--- src/rtl/seq_trigger.sv ---
module seq_trigger #(
  parameter int W   = 32,
  parameter int N   = 4,
  parameter int CW  = 32,
  parameter int FIN = 3,
  localparam int SW = (N > 1) ? $clog2(N) : 1
) (
  input  logic            clk,
  input  logic            rst_n,
  input  logic            arm,
  input  logic            smp_valid,
  input  logic [W-1:0]    smp_data,
  input  logic [N*W-1:0]  mask_flat,
  input  logic [N*W-1:0]  value_flat,
  input  logic [N*CW-1:0] cfg_flat,
  output logic            trig,
  output logic [SW-1:0]   stage
);

  logic [N-1:0]  hit, fin;
  logic          live_q, trig_q;
  logic [SW-1:0] stage_q;
  logic          cur_hit, cur_fin, eval, at_last;

  for (genvar g = 0; g < N; g++) begin : g_stage
    assign hit[g] = ((smp_data ^ value_flat[g*W +: W]) & mask_flat[g*W +: W]) == '0;
    assign fin[g] = cfg_flat[g*CW + FIN];
  end

  assign cur_hit = hit[stage_q];
  assign cur_fin = fin[stage_q];
  assign at_last = (stage_q == SW'(N-1));
  assign eval    = live_q & smp_valid & ~arm & cur_hit;

  always_ff @(posedge clk) begin
    if (!rst_n) begin
      live_q  <= 1'b0;
      stage_q <= '0;
      trig_q  <= 1'b0;
    end else begin
      trig_q <= eval & cur_fin;
      if (arm) begin
        live_q  <= 1'b1;
        stage_q <= '0;
      end else if (eval) begin
        if (cur_fin)       live_q  <= 1'b0;
        else if (!at_last) stage_q <= stage_q + 1'b1;
      end
    end
  end

  assign trig  = trig_q;
  assign stage = stage_q;


  trig_single_chk: assert property (@(posedge clk) disable iff (!rst_n)
    trig |=> !trig);


  idle_valid_chk: assert property (@(posedge clk) disable iff (!rst_n)
    (!smp_valid && !arm) |=> (!trig && stage == $past(stage)));


  arm_restart_chk: assert property (@(posedge clk) disable iff (!rst_n)
    arm |=> (stage == '0 && !trig));


  step_one_chk: assert property (@(posedge clk) disable iff (!rst_n)
    !arm |=> (stage == $past(stage) || stage == SW'($past(stage) + 1'b1)));


  fire_hold_chk: assert property (@(posedge clk) disable iff (!rst_n)
    trig |-> stage == $past(stage));

endmodule

--- config.mk ---
export PLATFORM = sky130hd
export DESIGN_NAME = seq_trigger
export DESIGN_NICKNAME = d
export VERILOG_FILES = /design/src/rtl/seq_trigger.sv
export SDC_FILE = /design/constraint.sdc
export NUM_CORES = 1
export LEC_CHECK = 0
export ABC_CLOCK_PERIOD_IN_PS = 2100
export BUFFER_PORTS_ARGS = -buffer_cell sky130_fd_sc_hd__buf_2
export CAP_MARGIN = 30
export CORE_AREA = 8 8 157 159
export CTS_CLUSTER_SIZE = 16
export DETAILED_ROUTE_END_ITERATION = 16
export DIE_AREA = 0 0 165 167
export SLEW_MARGIN = 5
export SYNTH_ARGS = -nofsm -noshare
export SYNTH_HDL_FRONTEND = slang
export SYNTH_SLANG_ARGS = --single-unit
--- constraint.sdc ---
create_clock -name clk -period 2.1 [get_ports clk]
set_input_delay 0.21 -clock clk [delete_from_list [all_inputs] [get_ports clk]]
set_output_delay 0.21 -clock clk [all_outputs]
set_load 0.01 [all_outputs]
* After elaboration in Yosys (flattened, before gate mapping)
Cells that the tools add are included.
Storage, ports and cells: input bits 420, ROM bits 0, memories 0, bits in registers 4, latch bits 0, memory bits (writable) 0
Operators by class: order comparisons 1, shift operators 0, $add $sub $neg 1, divide/modulo/power cells 0, multipliers 0, muxes and demuxes 7, reductions and logical operators 9, bitwise logic cells 16, equality and inequality tests 1
Operators with widths (number):
- AND 32 bit | 4
- logical NOT 32 bit | 4
- bitwise XOR 32 bit | 4
- 2-to-1 mux 1 bit | 5
- AND 1 bit | 4
- binary-select mux 1 bit (select 2 bit) | 2
- inverter 1 bit | 4
- nonzero test 2 bit | 2
- less-than comparator 2 x 3 -> 1 bit, second input constant | 1
- AND reduction 3 bit | 1
- adder 2 x 1 -> 2 bit, second input constant | 1
- equality test 2 bit, second input constant | 1
- AND reduction 2 bit | 1
- OR reduction 2 bit | 1

* Logic depth before layout (Yosys ltp)
Gate-level depths: netlist (run 1).
depth in word-level cells 8, mapped depth 7

* Least setup slack after synthesis (run 1)
No wires, ideal clock.
path type input to register, start point in smp_data[29], end point reg stage_q[0] (netlist: stage[0]), path buffers 0, cell stages on the path 7, slack 0.095 ns, data arrival time 1.934 ns, cell sequence xor2_1 > a222oi_1 > inv_1 > or4_1 > o32a_1 > a221oi_2 > mux2i_1
Between the ends: word-level cells in the longest chain between the ends 7
Ends and longest elaborated chain:
- start: declaration | RTL line 12 | input logic [W-1:0] smp_data,
- bitwise XOR 32 bit | RTL line 26 | assign hit[g] = ((smp_data ^ value_flat[g*W +: W]) & mask_flat[g*W +: W]) == '0;
- AND 32 bit | RTL line 26
- logical NOT 32 bit | RTL line 26
- binary-select mux 1 bit (select 2 bit) (*) | RTL line 30 | assign cur_hit = hit[stage_q];
- 2-to-1 mux 1 bit (implied by the code) (*) | RTL line 30
- AND 1 bit (*) | RTL line 33 | assign eval = live_q & smp_valid & ~arm & cur_hit;
- AND reduction 3 bit (no source line) (*)
- end signal: assignment | RTL line 47 | else if (!at_last) stage_q <= stage_q + 1'b1;
- end: declaration | RTL line 22 | logic [SW-1:0] stage_q;
Mark *: on every way between the ends. The rest lies on a longest branch, timed or not. The select of a mux whose other input is x is not followed. A chain may end at the register's enable or synchronous reset.

* Final worst setup path (run 1)
start point in smp_data[18], end point reg stage_q[0] (netlist: stage[0])
The elaborated chain is that of the path after synthesis.

==> results of run 1 <==
[logic make-up (layout without fill, tap and decap cells)]
family,count (synthesis),after routing,synth area share (%)
xor gates and xnor gates,128,128,56.6
AOI/OAI and AO/OA,66,66,27.0
and+or+nand+nor,32,32,9.17
DFF,4,4,4.05
muxes,3,3,2.15
buffers and inverters,2,360,0.379
adders and majority gates,1,1,0.632
other,0,2,0
[critical path: stages]
cell and delay (ns):
buf_2 0.11, buf_4 0.15, xor2_1 0.14, a22o_1 0.24, a221oi_2 0.19, buf_4 0.15
nand4b_1 0.14, o32a_1 0.47, a221oi_4 0.36, mux2i_1 0.24
[routing by layer]
layer | routed length (µm) | up-vias
li1 | - | 1619
met1 | 7100 | 1458
met2 | 9460 | 188
met3 | 1980 | 20
met4 | 67 | 16
met5 | 109 | -
[flip-flops by register name, indices dropped and copies added (netlist names)]
signal / flops
live_q: 1
stage: 2
trig: 1
[stage by stage]
step	util [%]	setup slack [ns]	cell area, µm²	hold WS [ns]	instances
floorplan	-	0.0948	1980	0.319	236
global placement	19.1	-0.506	4250	0.446	874
detailed placement	19.1	-0.543	4250	0.458	874
CTS	19.7	-0.199	4370	0.230	879
global route	19.8	-0.279	4410	0.242	880
finish	19.8	-0.155	4410	0.232	881
[where the power goes]
part	switching (mW)	total [mW]	internal [mW]	leakage, nW
Sequential	0.000691	0.0790	0.0784	0.0326
Combinational	0.408	0.880	0.472	2.26
Clock	0.0539	0.297	0.243	0.0370
Total	0.463	1.26	0.793	2.33
[layout by cell type (no fill, tap or decap), types with 2 or more instances in the layout]
cell type  Yosys  final
buf_2          0    297
xor2_1       128    128
buf_4          0     55
a22oi_1       39     37
nand4_1       12     12
nand2_1        9      9
a22o_1         9      9
a221oi_1      10      6
a221oi_2       1      4
a222oi_1       4      4
dfxtp_1        4      4
clkbuf_16      0      3
diode_2        0      2
a22oi_2        0      2
inv_1          2      2
mux2i_1        2      2
[final cells by class]
| type | instances | area [µm²] | area share (%) |
|---|---|---|---|
| sequential | 4 | 80.1 | 1.82 |
| multi-input combinational | 230 | 1940 | 44.0 |
| antenna | 2 | 5.00 | 0.113 |
| tap | 285 | 357 | 8.08 |
| clock buffer | 3 | 75.1 | 1.70 |
| timing repair buffer | 355 | 1950 | 44.1 |
| inverter | 2 | 7.51 | 0.170 |
[what timing repair did]
item                       4_1_cts  5_1_grt
setup endpoints to repair        4        4
cloned                           0        0
buffers inserted                 2        0
hold endpoints to repair         0        0
gates resized for setup          7        6
pin swaps                        3        5
[worst max path at each step]
stage	startpoint	end	cells past startpoint	slack [ns]
after detailed placement	smp_data[26]	stage[0]$_SDFFE_PP0P_	9	-0.54
final	smp_data[18]	stage[0]$_SDFFE_PP0P_	10	-0.15
after floorplan	smp_data[29]	stage[0]$_SDFFE_PP0P_	7	0.09
after CTS	smp_data[26]	stage[0]$_SDFFE_PP0P_	9	-0.20
after global placement	smp_data[18]	stage[1]$_SDFFE_PP0P_	10	-0.51
after global routing	smp_data[26]	stage[0]$_SDFFE_PP0P_	9	-0.28
==> metrics, run 1 <==
Yosys warnings=0; gr busiest metal=met2; R2R cell count=4; fin crit period=2.25 ns; Hold Path Stages=3; # DRC=0; max cap viols=0; hold_sp=arm; WS Path Type=input pin to register; initial DRC count=~120; die area=27600 µm²; Syn-to-layout area delta=123%; RR Startpoint=stage[0]$_SDFFE_PP0P_; # fillers=2518; initial antenna violation count=9; IR drop worst, VDD=0.195 mV; clock sink count=4; Die Width=between 150 and 200 µm; DR pass1 iterations=4; Synth cell types=27; vias in the first global route=3806; GPL Wtd Cong=0.762; Wirelength per Cell=21.2 µm; cell with the most instances after synthesis=xor2_1; cell taking the most area after synthesis=xor2_1; # rows=55; Num CTS Buffers=3; Area contributors post-synth=xor2_1 57%, a22oi_1 15%, a221oi_1 4.4%; HPWL after DPL=18000 µm; vias per std cell=3.75; met3 GRT Util=3.80%; Post-synth top cells=128 x xor2_1, 39 x a22oi_1, 12 x nand4_1; Worst R2R End=stage[0]$_SDFFE_PP0P_; final net count=1017; HP Class=input pin to register; largest net degree at the start of global routing=8; clk_lat worst skew=roughly 0.22 ns; global route overflow=0; RSZ-0062 raised after global routing=yes; R2R Setup Slk=about 0.11 ns; Power, Total=1.26 mW; met2 Use GR=23.5%; Syn Area/Cell=8.39 µm²; synthesized area=1980 µm²; Cell Pwr Density=285 nW/µm²; final hold vios=0; clock slew at reported path FFs=0.03 ns; Clock Tree Root=clkbuf_16; Worst-Margin Slew=0.483 ns; ys async rst share=0%; Port-buffer cells=around 300; fmax=444 MHz; Syn Nets=657; core region area=22200 µm²; status=complete, but fails checks; TritonCTS clock tree=yes; highest net fanout along the worst path=3; H-tree levels=1; startpoint types=input pin; final-report setup violation count=4; failing checks=negative setup slack; EDFF count, synth=0; post-route clock skew=around 0.00017 ns; hold_buf cts=0; WHS Endpoint=live_q$_SDFFE_PN0P_; WP data arrival=about 2.4 ns; area share of the leading cell type in the synthesized netlist=a little under three fifths; first-pass GRT wire length=24700 µm; Setup TNS Final=-0.289 ns; Final Cycle Share=107%; Setup crit end kind=register; GR Util All Layers=12.6%; Post-DRT Antenna Nets=0; Initial Util=8.91%; Vias=3301; post-synthesis cell count=236; worst setup margin=-0.155 ns; max_slew headroom=67.8%; drt total wl=between 15000 and 20000 µm; Die H=167 µm; I/O pin count=between 400 and 500; critical path data required time=about 2.2 ns; Seq/Total Area, Yosys=4.05%; Max Slew Vio Count=0; Top FF cell, synth=dfxtp_1; share of layout cells above drive strength 1=between 60% and 70%; leak pwr=2.33 nW; register bit total from synthesis=4; GR Util met1=roughly 14%; Longest Clk Path Bufs=2
Note: power is estimated with default switching activity, not from simulation.
==> run 2, diff against run 1 <==
TNS_END_PERCENT = 50   (was not set)
==> run 2 against run 1 <==
Effect of this change:
- the flow still finishes with violations (negative setup slack)
- sequential power about the same
- combinational power hardly changed
- cell count is the same
- power unchanged
- clock skew did not move
- design area did not move
- critical path type unchanged
- critical endpoint unchanged
- largest power group unchanged
==> metrics, run 2 (synthesis gave the netlist of run 1 again) <==
status=complete, but fails checks; failing checks=negative setup slack; Clock Tree Root=clkbuf_16; final instance area=4410 µm² (unchanged); clock slew at reported path FFs=0.03 ns (about the same); core region area=22200 µm² (unchanged); HPWL after DPL=18000 µm (unchanged); area of the multi-input gates=1940 µm² (unchanged); Cell Pwr Density=285 nW/µm² (unchanged); Die Width=165 µm (unchanged); vias in the first global route=3805 (-0.026%); initial DRC count=122 (unchanged); Crit. path cell count=10 (unchanged); final net count=1017 (unchanged); RR Startpoint=stage[0]$_SDFFE_PP0P_; DR pass1 iterations=4 (unchanged); WS Path Type=input pin to register; Register Area=80.1 µm² (unchanged); max reg flops=2 (unchanged); most common cell after layout, fill and taps aside=buf_2; Worst Setup SP=smp_data[18]; Worst path slowest cell=o32a_1; worst hold slack=0.232 ns (unchanged); Wirelength per Cell=21.2 µm (unchanged); Worst-Margin Slew=0.483 ns (unchanged); R2R Setup Slk=0.11 ns (about the same); max_slew headroom=67.8% (unchanged); # rows=55 (unchanged); IR drop worst, VDD=0.195 mV (unchanged); H-tree levels=1 (unchanged); cells along the critical path=buf_2, buf_4, xor2_1, a22o_1, a221oi_2, buf_4, nand4b_1, o32a_1, a221oi_4, mux2i_1; die area=27600 µm² (unchanged); global route overflow=0 (unchanged); startpoint types=input pin; TritonCTS clock tree=yes; # fillers=2518 (unchanged); placed cells=874 (unchanged); initial antenna violation count=9 (unchanged); worst slack at placement=-0.543 ns (unchanged); post-route clock skew=0.000170 ns (unchanged); GR Util All Layers=12.6% (unchanged); vias per std cell=3.75 (unchanged); max cap viols=0 (unchanged); drt total wl=18700 µm (unchanged); Final Cycle Share=107% (unchanged); CP bufs+invs=3 (unchanged); RSZ-0062 raised after global routing=yes; Crit path top cell by count=buf_4; HP Class=input pin to register; worst setup margin=-0.155 ns (unchanged); # DRC=0 (unchanged); Initial Util=8.91% (unchanged); fin cells=881 (unchanged); max incr delay on CP=0.47 ns (about the same); fin crit period=2.25 ns (unchanged); Vias=3301 (unchanged); first-pass GRT wire length=24700 µm (unchanged); Setup crit end kind=register; crit path to=stage[0]$_SDFFE_PP0P_; Num CTS Buffers=3 (unchanged); R2R cell count=4 (unchanged); Worst R2R End=stage[0]$_SDFFE_PP0P_; GPL Wtd Cong=0.762 (unchanged); share of layout cells above drive strength 1=62.0% (unchanged); Die H=167 µm (unchanged); fmax=444 MHz (unchanged); Longest Clk Path Bufs=2 (unchanged); highest net fanout along the worst path=3 (unchanged); Post-DRT Antenna Nets=0 (unchanged); most frequent cells in the layout=297 x buf_2, 128 x xor2_1, 55 x buf_4; Max Slew Vio Count=0 (unchanged); final-report setup violation count=4 (unchanged); CP delay by family, top=compound AO/OA/AOI/OAI gates; Syn-to-layout area delta=123% (unchanged); final hold vios=0 (unchanged); Port-buffer cells=298 (unchanged); clock sink count=4 (unchanged); clk_lat worst skew=0.22 ns (about the same); largest net degree at the start of global routing=8 (unchanged); I/O pin count=423 (unchanged); leak pwr=2.33 nW (unchanged); DP Area=4250 µm² (unchanged); critical path data required time=2.24 ns (about the same); WP data arrival=2.40 ns (about the same); hold_buf cts=0 (unchanged)
-- run 2: timing repair --
item                                    CTS  global route
endpoints found under the setup margin    4             4
pin swaps                                 3             5
buffers inserted                          2             0
resized for setup                         7             6
-- run 2: area by class of cell --
type	instances	share of cell area (%)
tap	285	8.08
clock buffer	3	1.70
timing repair buffer	355	44.1
inverter	2	0.170
multi-input combinational	230	44.0
sequential	4	1.82
antenna	2	0.113
-- run 2: power breakdown --
| group | switching (mW) | internal [mW] |
|---|---|---|
| logic | 0.408 | 0.472 |
| clock network | 0.0539 | 0.243 |
| registers | 0.000691 | 0.0784 |
| total | 0.463 | 0.793 |
-- run 2: routing by layer --
layer,global-route usage [%],vias to the layer above,wire (µm)
li1,-,1619,-
met1,14.1,1458,7100
met2,23.5,188,9460
met3,3.80,20,1980
met4,1.10,16,67
met5,0,-,109
-- run 2: through the flow --
step,setup TNS [ns],power (mW),util (%)
finish,-0.289,1.26,19.8
global placement,-1.90,0.961,19.1
detailed placement,-1.94,0.967,19.1
global route,-0.748,1.35,19.8
CTS,-0.610,1.28,19.7
floorplan,0,0.349,-
-- run 2: worst reg2reg max path, stage by stage, from the launching register on --
cell	delay [ns]
dfxtp_1	0.55
mux4_2	0.57
or2_2	0.31
a221oi_4	0.23
mux2i_1	0.24
-- run 2: how the worst min path moves through the flow --
stage                     depth (start not counted)           startpoint             endpoint
after floorplan                                   2                  arm  live_q$_SDFFE_PN0P_
after global placement                            2  live_q$_SDFFE_PN0P_  live_q$_SDFFE_PN0P_
after detailed placement                          3                rst_n  live_q$_SDFFE_PN0P_
after CTS                                         3                rst_n  live_q$_SDFFE_PN0P_
after global routing                              2                rst_n      trig$_SDFF_PN0_
final                                             3                  arm  live_q$_SDFFE_PN0P_
==> run 3, diff against run 2 <==
GPL_TIMING_DRIVEN = 0   (was not set)
RECOVER_POWER = 25   (was not set)
SLEW_MARGIN = 20   (was 5)
==> run 3 against run 2 <==
Effect of this change:
- the flow still finishes with violations (negative setup slack)
- cell count shrank 6.4%
- sequential power hardly changed
- sequential share of layout area grew 0.17 points
- critical endpoint unchanged
- fmax increased by 2.5%
- wire length fell by 5.7%
- worst setup slack improved by 0.054 ns
- critical path type unchanged
- largest cell class is now multi-input combinational cells
- sequential cell count stayed put
- design area decreased by 8.8%
==> metrics, run 3 (synthesis gave the netlist of run 1 again) <==
Post-DRT Antenna Nets=0 (unchanged); worst setup margin=-0.100 ns (+0.0545 ns); max incr delay on CP=0.58 ns (+0.11 ns); max reg flops=2 (unchanged); cells along the critical path=buf_4, xor2_2, a22oi_2, nand4_1, or4_4, o32a_1, a221oi_2, mux2i_1; clock slew at reported path FFs=0.03 ns (about the same); clk_lat worst skew=0.23 ns (about the same); Register Area=80.1 µm² (unchanged); share of layout cells above drive strength 1=58.3% (-3.7 points); Setup crit end kind=register; IR drop worst, VDD=0.228 mV (+17%); GPL Wtd Cong=0.764 (+0.22%); I/O pin count=423 (unchanged); H-tree levels=1 (unchanged); startpoint types=input pin; Wirelength per Cell=21.4 µm (+0.69%); final hold vios=0 (unchanged); HPWL after DPL=16600 µm (-7.7%); critical path data required time=2.25 ns (about the same); WP data arrival=2.35 ns (-0.05 ns); hold_buf cts=0 (unchanged); clock sink count=4 (unchanged); worst slack at placement=-0.788 ns (-0.245 ns); Final Cycle Share=105% (-2.6 points); Syn-to-layout area delta=103%; global route overflow=0 (unchanged); Max Slew Vio Count=0 (unchanged); max_slew headroom=62.0% (-5.8 points); # fillers=2545 (+1.1%); fin crit period=2.20 ns (-0.0545 ns); Worst-Margin Slew=0.569 ns (+0.0864 ns); status=complete, but fails checks; # DRC=0 (unchanged); initial antenna violation count=14 (+5); failing checks=negative setup slack; final-report setup violation count=2 (-2); die area=27600 µm² (unchanged); initial DRC count=69 (-43%); leak pwr=2.06 nW (-12%); highest net fanout along the worst path=4 (+1); vias in the first global route=3417 (-10%); final net count=960 (-5.6%); largest net degree at the start of global routing=10 (+2); first-pass GRT wire length=22800 µm (-7.4%); # rows=55 (unchanged); GR Util All Layers=11.8% (-0.81 points); Initial Util=8.91% (unchanged); RSZ-0062 raised after global routing=yes; worst hold slack=0.230 ns (-0.00243 ns); Longest Clk Path Bufs=2 (unchanged); Port-buffer cells=298 (unchanged); Num CTS Buffers=3 (unchanged); fmax=455 MHz (+2.5%); WS Path Type=input pin to register; max cap viols=0 (unchanged); most frequent cells in the layout=292 x buf_2, 124 x xor2_1, 37 x a22oi_1; Vias=3079 (-6.7%); post-route clock skew=0.00201 ns (+0.00184 ns); Cell Pwr Density=287 nW/µm² (+0.84%); vias per std cell=3.73 (-0.39%); Clock Tree Root=clkbuf_16; area of the multi-input gates=1980 µm² (+1.8%); HP Class=input pin to register; Worst path slowest cell=or4_4; DR pass1 iterations=4 (unchanged); postcts setup bufs=0 (-2); Die Width=165 µm (unchanged); TritonCTS clock tree=yes; core region area=22200 µm² (unchanged); Power, Total=1.16 mW (-8.0%); drt total wl=17600 µm (-5.7%); Setup TNS Final=-0.188 ns (+0.101 ns); Die H=167 µm (unchanged); most common cell after layout, fill and taps aside=buf_2
==> run 3: cell types whose count changed in the layout (fill, tap and decap cells not counted), sizes merged <==
cell and change:
clkbuf +1, buf -58, diode +1
==> run 3: layer usage <==
layer	part of all wire, %	GRT usage (%)	vias to the layer above
met3	11	4.04	35
met2	49	21.3	183
li1	-	-	1501
met4	1.3	1.84	24
met1	38	13.2	1336
met5	0.84	0	-
==> run 3: final timing paths <==
check | startpoint | to | slack (ns) | cells after the start
worst min register to register | live_q$_SDFFE_PN0P_ | live_q$_SDFFE_PN0P_ | 0.46 | 2
worst max register to register | stage[0]$_SDFFE_PP0P_ | stage[0]$_SDFFE_PP0P_ | 0.03 | 6
worst min-delay path | rst_n | trig$_SDFF_PN0_ | 0.23 | 2
worst max-delay path | smp_data[2] | stage[0]$_SDFFE_PP0P_ | -0.10 | 8
==> run 3: area by class of cell <==
type	count	area share [%]
well taps	285	8.86
clock buffers	3	1.87
inverters	2	0.187
diodes	3	0.187
repair buffers	298	37.8
flip-flops and latches	4	1.99
multi-input cells	230	49.1
==> run 3: what timing repair did <==
action / CTS / global route
gates resized for setup: 19 / 5
endpoints found under the setup margin: 4 / 4
pin swaps: 9 / 1
==> run 3: critical path, delay by kind of cell <==
kind / cells / cell delay, ns
AND/OR/NAND/NOR: 2 / 0.78
AO/OA/AOI/OAI: 3 / 0.81
XOR/XNOR: 1 / 0.18
multiplexers: 1 / 0.22
buffers and inverters: 1 / 0.14
==> run 3: power by group <==
group          internal (mW)  switching (mW)  leakage [nW]
sequential            0.0783        0.000673        0.0326
clock                  0.244          0.0603        0.0370
combinational          0.389           0.383          1.99
==> run 3: per-stage QoR <==
step | util, % | cell area, µm² | std cells
2_1_floorplan | - | 1980 | 236
3_3_place_gp | 17.2 | 3830 | 819
3_5_place_dp | 17.2 | 3830 | 819
4_1_cts | 18.0 | 4000 | 822
5_1_grt | 18.1 | 4020 | 824
6_report | 18.1 | 4030 | 825
